File: config.mk
export PLATFORM = sky130hd
export DESIGN_NAME = swallow_div
export DESIGN_NICKNAME = d
export VERILOG_FILES = /design/src/rtl/swallow_div_pkg.sv /design/src/rtl/swallow_div_ctrl.sv /design/src/rtl/swallow_div_dp.sv /design/src/rtl/swallow_div.sv
export SDC_FILE = /design/constraint.sdc
export NUM_CORES = 1
export LEC_CHECK = 0
export ABC_AREA = 1
export BUFFER_PORTS_ARGS = -buffer_cell sky130_fd_sc_hd__buf_2
export CAP_MARGIN = 0
export CORE_ASPECT_RATIO = 0.8
export CORE_UTILIZATION = 50
export CTS_BUF_LIST = sky130_fd_sc_hd__clkbuf_8
export DETAILED_ROUTE_END_ITERATION = 8
export PLACE_DENSITY = 0.71
export SLEW_MARGIN = 20
export SYNTH_ARGS = -nofsm -noshare
export SYNTH_HDL_FRONTEND = slang
export SYNTH_SLANG_ARGS = --single-unit
File: constraint.sdc
create_clock -name clk -period 1.25 [get_ports clk]
set_input_delay 0.25 -clock clk [delete_from_list [all_inputs] [get_ports clk]]
set_output_delay 0.25 -clock clk [all_outputs]
set_load 0.03 [all_outputs]
File: src/rtl/swallow_div_pkg.sv
package swallow_div_pkg;
  // Strobes from control to datapath, valid in the cycle of a prescaler tick
  typedef struct packed {
    logic nextMod;  // modulus of the prescaler cycle that follows this tick
    logic lastCyc;  // the current prescaler cycle closes the output period
  } divStrobeT;
endpackage

File: src/rtl/swallow_div_ctrl.sv
module swallow_div_ctrl
  import swallow_div_pkg::*;
#(
  parameter int A_W   = 3,
  parameter int B_W   = 7,
  parameter int B_MIN = 3,
  parameter int RST_A = 0,
  parameter int RST_B = 3
) (
  input  logic           clk,
  input  logic           rstN,
  input  logic           cfgLoad,
  input  logic [A_W-1:0] cfgA,
  input  logic [B_W-1:0] cfgB,
  input  logic           tick,
  output divStrobeT      strobes,
  output logic           modCtl,
  output logic           cfgErr
);
  logic [A_W-1:0] actA, pendA, swCnt, nextA;
  logic [B_W-1:0] actB, pendB, mainCnt, nextB;
  logic           pendVld, cfgOk, lastCyc, periodEnd;

  assign cfgOk     = (cfgB >= B_W'(B_MIN)) && (B_W'(cfgA) <= cfgB);
  assign lastCyc   = (mainCnt == B_W'(1));
  assign periodEnd = tick && lastCyc;
  assign nextA     = pendVld ? pendA : actA;
  assign nextB     = pendVld ? pendB : actB;
  assign modCtl    = (swCnt != '0);

  always_comb begin
    strobes.lastCyc = lastCyc;
    strobes.nextMod = lastCyc ? (nextA != '0) : (swCnt > A_W'(1));
  end

  // Pending setting, captured from a legal load
  always_ff @(posedge clk) begin
    if (!rstN) begin
      pendVld <= 1'b0;
      pendA   <= '0;
      pendB   <= '0;
      cfgErr  <= 1'b0;
    end else begin
      cfgErr <= cfgLoad && !cfgOk;
      if (cfgLoad && cfgOk) begin
        pendVld <= 1'b1;
        pendA   <= cfgA;
        pendB   <= cfgB;
      end else if (periodEnd) begin
        pendVld <= 1'b0;
      end
    end
  end

  // Active setting, swallow and main counters
  always_ff @(posedge clk) begin
    if (!rstN) begin
      actA    <= A_W'(RST_A);
      actB    <= B_W'(RST_B);
      swCnt   <= A_W'(RST_A);
      mainCnt <= B_W'(RST_B);
    end else if (periodEnd) begin
      actA    <= nextA;
      actB    <= nextB;
      swCnt   <= nextA;
      mainCnt <= nextB;
    end else if (tick) begin
      mainCnt <= mainCnt - B_W'(1);
      if (swCnt != '0) swCnt <= swCnt - A_W'(1);
    end
  end

  AST_ACTIVE_LEGAL: assert property (@(posedge clk) disable iff (!rstN)
    (actB >= B_W'(B_MIN)) && (B_W'(actA) <= actB));
  AST_ERR_AFTER_LOAD: assert property (@(posedge clk) disable iff (!rstN)
    cfgErr |-> $past(cfgLoad));
  AST_APPLY_AT_BOUNDARY: assert property (@(posedge clk) disable iff (!rstN)
    !$stable(actB) |-> $past(periodEnd));
  AST_MOD_RISE_AT_START: assert property (@(posedge clk) disable iff (!rstN)
    $rose(modCtl) |-> $past(periodEnd));
endmodule

File: src/rtl/swallow_div_dp.sv
module swallow_div_dp
  import swallow_div_pkg::*;
#(
  parameter int PRESC   = 8,
  parameter bit RST_MOD = 1'b0
) (
  input  logic      clk,
  input  logic      rstN,
  input  divStrobeT strobes,
  output logic      tick,
  output logic      divOut
);
  localparam int PC_W = $clog2(PRESC + 1);
  localparam logic [PC_W-1:0] LOAD_HI = PC_W'(PRESC);
  localparam logic [PC_W-1:0] LOAD_LO = PC_W'(PRESC - 1);

  logic [PC_W-1:0] presCnt;

  assign tick = (presCnt == '0);

  // Digital model of the dual-modulus prescaler
  always_ff @(posedge clk) begin
    if (!rstN) begin
      presCnt <= RST_MOD ? LOAD_HI : LOAD_LO;
      divOut  <= 1'b0;
    end else begin
      divOut <= tick && strobes.lastCyc;
      if (tick) presCnt <= strobes.nextMod ? LOAD_HI : LOAD_LO;
      else      presCnt <= presCnt - PC_W'(1);
    end
  end

  AST_PRESC_RANGE: assert property (@(posedge clk) disable iff (!rstN)
    presCnt <= LOAD_HI);
  AST_PULSE_AFTER_TICK: assert property (@(posedge clk) disable iff (!rstN)
    divOut |-> $past(tick));
  AST_PULSE_ONE_WIDE: assert property (@(posedge clk) disable iff (!rstN)
    divOut |=> !divOut);
endmodule

File: src/rtl/swallow_div.sv
module swallow_div
  import swallow_div_pkg::*;
#(
  parameter int PRESC = 8,
  parameter int A_W   = 3,
  parameter int B_W   = 7,
  parameter int B_MIN = 3,
  parameter int RST_A = 0,
  parameter int RST_B = 3
) (
  input  logic           clk,
  input  logic           rstN,
  input  logic           cfgLoad,
  input  logic [A_W-1:0] cfgA,
  input  logic [B_W-1:0] cfgB,
  output logic           modCtl,
  output logic           divOut,
  output logic           cfgErr
);
  localparam bit RST_MOD = (RST_A != 0);

  divStrobeT strobes;
  logic      tick;

  swallow_div_ctrl #(
    .A_W(A_W), .B_W(B_W), .B_MIN(B_MIN), .RST_A(RST_A), .RST_B(RST_B)
  ) u_ctrl (
    .clk(clk), .rstN(rstN), .cfgLoad(cfgLoad), .cfgA(cfgA), .cfgB(cfgB),
    .tick(tick), .strobes(strobes), .modCtl(modCtl), .cfgErr(cfgErr)
  );

  swallow_div_dp #(
    .PRESC(PRESC), .RST_MOD(RST_MOD)
  ) u_dp (
    .clk(clk), .rstN(rstN), .strobes(strobes), .tick(tick), .divOut(divOut)
  );
endmodule

==> results of run 1 <==
-- layout make-up --
| cell class | count | area [sq um] | area share, % |
|---|---|---|---|
| flip-flops and latches | 37 | 748 | 27.0 |
| inverters | 57 | 216 | 7.81 |
| repair buffers | 53 | 410 | 14.8 |
| multi-input cells | 206 | 1240 | 44.8 |
| clock buffers | 6 | 82.6 | 2.98 |
| well taps | 55 | 68.8 | 2.48 |
| clock inverters | 1 | 3.75 | 0.136 |
-- kinds of logic (layout without fill, tap and decap cells) --
family                   Yosys count  count (layout)
AO/OA/AOI/OAI                     47              47
AND/OR/NAND/NOR                  144             145
XOR/XNOR                           4               4
buffers and inverters             71             117
multiplexers                       1               1
adder cells (fa/ha/maj)            9               9
flip-flops                        37              37
-- synthesized netlist by cell type --
| cell | count |
|---|---|
| nand2_1 | 76 |
| inv_1 | 56 |
| dfxtp_1 | 37 |
| nor2_1 | 29 |
| a21oi_1 | 23 |
| o21ai_0 | 20 |
| nand3_1 | 12 |
| nand4_1 | 11 |
| ha_1 | 9 |
| buf_2 | 6 |
| clkbuf_1 | 5 |
| nand2_2 | 4 |
| nand3b_1 | 4 |
| xor2_1 | 3 |
| buf_6 | 2 |
| nor2_2 | 2 |
| nor2_4 | 2 |
| o211ai_1 | 2 |
| o21ai_2 | 2 |
| buf_4 | 1 |
| inv_2 | 1 |
| mux2_2 | 1 |
| nand2_4 | 1 |
| nand3_2 | 1 |
| nor2_8 | 1 |
| or2_2 | 1 |
| xnor2_1 | 1 |
-- cells in the final DEF, fill, tap and decap left out, types with 2 or more instances in the layout --
master,instances
nand4_1,11
nand2_2,9
nand3_4,2
dfxtp_1,33
dfxtp_2,3
o211ai_1,2
nand3_1,9
nand3b_1,4
a21oi_1,19
a21oi_2,3
o21ai_2,2
ha_4,5
nand2_4,3
buf_6,6
o21ai_0,18
inv_1,49
nand3_2,3
nand2_1,69
o21ai_1,2
buf_2,14
ha_1,3
buf_12,2
buf_4,31
nor2_2,3
inv_2,8
nor2_4,4
clkbuf_8,6
xor2_1,3
nor2_1,26
-- power breakdown --
part           switching [mW]  internal (mW)  total, mW
combinational           0.183          0.149      0.333
sequential             0.0212           1.22       1.24
clock                   0.396          0.429      0.825
total                   0.600           1.79       2.39
-- sequential cells by signal, indices dropped and copies added (netlist names) --
register and cells:
u_ctrl.pendA 3, u_ctrl.swCnt 3, u_ctrl.actA 3, u_ctrl.cfgErr 1, u_ctrl.pendVld 1, u_dp.divOut 1, u_ctrl.pendB 7, u_ctrl.mainCnt 7
u_ctrl.actB 7, u_dp.presCnt 4
-- layer usage --
layer  track usage (%)  share of wire, %  wire, microns
met5                 0                 0              0
met4              7.28               1.4             68
met3              4.55               4.1            201
met2              39.0                46           2260
met1              29.1                49           2410
-- path summary, 6_finish.rpt --
path	start	endpoint	slack, ns	cells past startpoint
setup reg to reg	u_ctrl.mainCnt[1]	u_dp.presCnt[3]	-0.11	10
hold reg to reg	u_ctrl.actB[6]	u_ctrl.actB[6]	0.47	2
hold / removal	cfgB[6]	u_ctrl.pendB[6]	0.30	5
setup / recovery	u_ctrl.mainCnt[1]	u_dp.presCnt[3]	-0.11	10
-- repair_timing --
item,4_1_cts,5_1_grt
setup endpoints to repair,26,36
gates cloned,0,2
pin swaps,11,9
setup buffers,1,0
hold buffers,0,0
gates resized for setup,20,21
-- per-stage QoR --
stage | TNS [ns] | total power, mW
after detailed placement | -3.47 | 1.55
after global routing | -3.54 | 2.51
after CTS | -0.920 | 2.37
after floorplan | -0.00821 | 1.45
final | -1.28 | 2.39
after global placement | -2.53 | 1.54
-- worst min-delay path, cell delays in order --
cell     delay (ns)
buf_2          0.08
inv_1          0.03
nand4_1        0.07
nand2_1        0.05
nor2_1         0.07
==> summary.md, run 1 <==
| Metric | Value |
|---|---|
| Root buf cell | clkbuf_8 |
| Dominant combinational cell family by area after synthesis | simple AND/OR/NAND/NOR gates |
| Synthesized-area fraction occupied by ao, oa, aoi and oai cells | 11.8% |
| Cell area after technology mapping | 2100 sq um |
| Launching element type of the critical path | flop |
| Sequential area share after synthesis | 35.3% |
| Clock-pin slew reported for the worst setup and hold paths after clock tree synthesis | 0.07 ns |
| Top-Level Pins | 16 |
| Data arrival at the endpoint of the critical path | 1.54 ns |
| Hold Crit Class | input pin to flop |
| First-pass detailed-route iteration total | 4 |
| FILL cells | 327 |
| Slowest Stage Delay on Critical Path | 0.33 ns |
| Endpoint required time on the critical path | 1.43 ns |
| Area share of fa/ha/maj cells after synthesis | 5.36% |
| Antenna cells | 0 |
| Capturing element type of the critical path | flop |
| Post-detailed-placement half-perimeter wirelength | 3.35 mm |
| # rows | 20 |
| Static Leak | 1.37 nW |
| Worst path setup slack after routing | -0.110 ns |
| Critical path cell sequence | inv_2 > ha_4 > inv_2 > nor2_2 > nand3_2 > buf_6 > a21oi_4 > nand2_2 > nand2_2 > nor2_1 |
| TritonCTS clock tree | yes |
| Synth warnings | 0 |
| Inst Count DP | 405 |
| Area share of xor/xnor cells in the synthesized design | 1.67% |
| Setup repair after global routing missed its margin | yes |
| Detailed Route WL | 4.94 mm |
| Cell type of the slowest stage on the worst timing path | dfxtp_2 |
| Max H-tree Level | 2 |
| Remaining routing DRC violations | 0 |
| Outcome | finished, violations left |
| Mux cell area share after synthesis | 0.536% |
| CP Buf/Inv Count | 3 |
| Final setup violation count | 26 |
| Number of antenna violations at the first check in global routing | 0 |
| Post-route cell area | 2770 sq um |
| Final core area utilization | 71.0% |
| Overall die height | 60.0 microns |
| Floorplan Core Area | 3900 sq um |
| Via count normalized by instance count | 4.95 |
| Net count, final | 382 |
| Kind of critical path | flop to flop |
| Area enclosed by the die boundary | 4470 sq um |
| Number of global-route vias before repair | 1827 |
| Grt ovf | 0 |
| Number of failing hold endpoints at the final stage | 0 |
| Routability Congestion | 0.806 |
| Simple-Gate Fraction of Synth Area | 31.4% |
| Count of unique library cells instantiated by Yosys | 27 |
| Worst-case clock skew | 0.00909 ns |
| Max capacitance violation total | 0 |
| Global-route wire length before repair | 7.69 mm |
| Violated checks | setup timing |
| Largest net degree at the start of global routing | 15 |
| Share of final-layout standard cells stronger than drive strength 1 | 30.8% |
| Post-route clock period utilization | 109% |
| Number of synthesized register bits | 37 |
| Die width | 74.5 microns |
| Fraction of post-synthesis cell area in the top cell type by area | 35.3% |
| Post-Synthesis Cells | 313 |
| Number of clock sinks | 37 |
| Max-slew headroom | 72.3% |
| Post-Route Hold Slack | 0.299 ns |
| Min Clock Period, post-route | 1.36 ns |
| DR WL/cell | 11.9 microns |
| Final instance count without filler cells | 415 |
| Highest attainable clock frequency | 0.735 GHz |
| Layout Area Growth over Synthesis | 31.9% |
| Largest delay contributor family on the critical path | simple AND/OR/NAND/NOR gates |
| Number of routed nets with antenna violations | 0 |
| Effective utilization at floorplan | 53.8% |
| Top cells by area in the synthesized netlist | dfxtp_1 (35%), nand2_1 (14%), inv_1 (10%), a21oi_1 (5.5%), ha_1 (5.4%) |
| Port buffer count | 15 |
| Routed vias | 2053 |
| Net Count, Synth | 335 |
| Cell taking the most area after synthesis | dfxtp_1 |
| 1st-iter DRT viols | 120 |
| Transition time at the pin with the least slew margin | 0.415 ns |
| Power Density | 864 nW/um^2 |
| Maximum ir drop on the vdd rail | 0.699 mV |
| Highest net fanout along the worst path | 4 |
| Cell area reported after detailed placement | 2520 sq um |
| Cts bufs inserted | 5 |
| Post-Place Worst Slack | -0.232 ns |
| Total global-route track usage | 22.9% |
| Average cell area after synthesis | 6.71 sq um |
| Latest clock arrival within the worst-skew pair | 0.29 ns |
| Final count of pins violating max slew | 0 |
| Clock Path Buffers | 2 |
Note: power is estimated with default switching activity, not from simulation.
==> run 2, diff against run 1 <==
TNS_END_PERCENT = 20   (was not set)
==> run 2 against run 1 <==
Compared with the run above: the flow still finishes with violations (setup timing); critical path type unchanged; total power up 8.4%; global-route usage is 0.064 points higher; largest power group unchanged; first-iteration DRC count down 34%; final area is 1.5% lower; setup slack worse by 0.017 ns; sequential share of layout area up 0.51 points; fmax shrank 1.2%; critical endpoint is now u_ctrl.mainCnt[3]; hold slack improved by 0.0014 ns; die area unchanged; count of clock-buffer cells in the layout unchanged.
==> summary.md, run 2 (synthesis gave the netlist of run 1 again) <==
| Metric | Value |
|---|---|
| Slowest Stage Delay on Critical Path | 0.33 ns |
| Detailed Route WL | 4.54 mm |
| Layout Area Growth over Synthesis | 29.8% |
| Max capacitance violation total | 0 |
| Max H-tree Level | 2 |
| Number of failing hold endpoints at the final stage | 0 |
| Cell type of the slowest stage on the worst timing path | dfxtp_2 |
| Critical path cell sequence | inv_2 > ha_4 > inv_2 > nor2_2 > nand3_2 > nor2_4 > buf_12 > nand2_2 > nand2_1 > nor2_1 > nor2_1 |
| Cts bufs inserted | 5 |
| Commonest non-fill, non-tap cells in the layout | nand2_1 (71), inv_1 (51), dfxtp_1 (33) |
| Clock-pin slew reported for the worst setup and hold paths after clock tree synthesis | 0.07 ns |
| TritonCTS clock tree | yes |
| Hold Crit Class | input pin to flop |
| Final count of pins violating max slew | 0 |
| Post-route cell area | 2730 sq um |
| Effective utilization at floorplan | 53.8% |
| Grt ovf | 0 |
| Number of clock sinks | 37 |
| Launching element type of the critical path | flop |
| Sum of negative setup slack | -1.70 ns |
| Number of routed nets with antenna violations | 0 |
| Antenna cells | 0 |
| Min Clock Period, post-route | 1.38 ns |
| Power Density | 952 nW/um^2 |
| Data arrival at the endpoint of the critical path | 1.61 ns |
| Highest net fanout along the worst path | 11 |
| Capturing element type of the critical path | flop |
| Violated checks | setup timing |
| Number of global-route vias before repair | 1818 |
| Routed vias | 1947 |
| Transition time at the pin with the least slew margin | 0.405 ns |
| Root buf cell | clkbuf_8 |
| Share of power burned in the clock network | 40.6% |
| Largest net degree at the start of global routing | 15 |
| Routability Congestion | 0.781 |
| Number of antenna violations at the first check in global routing | 0 |
| Die width | 74.5 microns |
| Cell area reported after detailed placement | 2490 sq um |
| Outcome | finished, violations left |
| Part of the power in registers | 47.5% |
| Floorplan Core Area | 3900 sq um |
| Area enclosed by the die boundary | 4470 sq um |
| Top flop regs | u_ctrl.actB x7, u_ctrl.mainCnt x7, u_ctrl.pendB x7 |
| Global-route wire length before repair | 7.65 mm |
| Commonest non-fill, non-tap cell in the layout | nand2_1 |
| DR WL/cell | 11.0 microns |
| Total global-route track usage | 23.0% |
| First-pass detailed-route iteration total | 4 |
| Overall power consumption | 2.60 mW |
| Maximum ir drop on the vdd rail | 0.675 mV |
| Final setup violation count | 26 |
| Worst path setup slack after routing | -0.127 ns |
| Endpoint required time on the critical path | 1.48 ns |
| FILL cells | 362 |
| Net count, final | 377 |
| 1st-iter DRT viols | 79 |
| Port buffer count | 15 |
| Kind of critical path | flop to flop |
| Post-route clock period utilization | 110% |
| Top-Level Pins | 16 |
| Switching part of the total power | 23.3% |
| Remaining routing DRC violations | 0 |
| Latest clock arrival within the worst-skew pair | 0.29 ns |
| Static Leak | 1.36 nW |
| P_int | 1.99 mW |
| Combinational share of power | 11.8% |
| Clock Path Buffers | 2 |
| Overall die height | 60.0 microns |
| Max-slew headroom | 73.0% |
| Worst-case clock skew | 0.00732 ns |
| Reported net switching power | 0.604 mW |
| Setup repair after global routing missed its margin | yes |
| # rows | 20 |
| Count of hold buffers inserted by post-cts repair | 0 |
| Highest attainable clock frequency | 0.726 GHz |
| Share of final-layout standard cells stronger than drive strength 1 | 27.2% |
| Via count normalized by instance count | 4.74 |
| Post-detailed-placement half-perimeter wirelength | 3.35 mm |
| Post-Route Hold Slack | 0.300 ns |
run 2: path summary, 6_finish.rpt:
path                                         from                end  slack (ns)  cells after the start
worst max-delay path            u_ctrl.mainCnt[1]  u_ctrl.mainCnt[3]       -0.13                     11
worst min-delay path                      cfgB[5]    u_ctrl.pendB[5]        0.30                      5
worst max register to register  u_ctrl.mainCnt[1]  u_ctrl.mainCnt[3]       -0.13                     11
worst min register to register     u_ctrl.actA[0]     u_ctrl.actA[0]        0.46                      2
run 2: repair_timing:
action / 4_1_cts / 5_1_grt
pin swaps: 11 / 6
resized for setup: 19 / 13
endpoints found under the setup margin: 26 / 37
setup buffers: 1 / 0
run 2: area by class of cell:
class	count	area [sq um]	share of cell area, %
multi-input cells	205	1200	44.1
flip-flops and latches	37	751	27.5
repair buffers	49	373	13.7
inverters	57	216	7.94
clock buffers	6	82.6	3.03
well taps	55	68.8	2.52
clock inverters	2	33.8	1.24
run 2: critical path, delay by kind of cell, from the launching register on:
kind	cells	cell delay (ns)
fa+ha+maj	1	0.13
simple gates	7	0.58
flops	1	0.33
buf+inv	3	0.25
run 2: power by group through the flow:
| stage | clock network [mW] | logic, mW | registers, mW |
|---|---|---|---|
| after CTS | 1.08 | 0.300 | 1.24 |
| after detailed placement | 0 | 0.288 | 1.26 |
| after global routing | 1.12 | 0.355 | 1.24 |
| after global placement | 0 | 0.282 | 1.26 |
| final | 1.06 | 0.307 | 1.23 |
| after floorplan | 0 | 0.198 | 1.26 |
run 2: metrics by stage:
step | utilization, % | setup slack, ns | cells
after floorplan | - | -0.0101 | 313
after global placement | 63.9 | -0.161 | 402
after detailed placement | 63.9 | -0.234 | 402
after CTS | 68.6 | -0.0945 | 411
after global routing | 69.9 | -0.209 | 411
final | 69.9 | -0.127 | 411
run 2: routing by layer:
| metal | GRT usage, % | part of all wire, % |
|---|---|---|
| met5 | 0 | 0 |
| met4 | 8.89 | 1.4 |
| met3 | 5.06 | 3.6 |
| met2 | 38.6 | 44 |
| met1 | 28.7 | 51 |
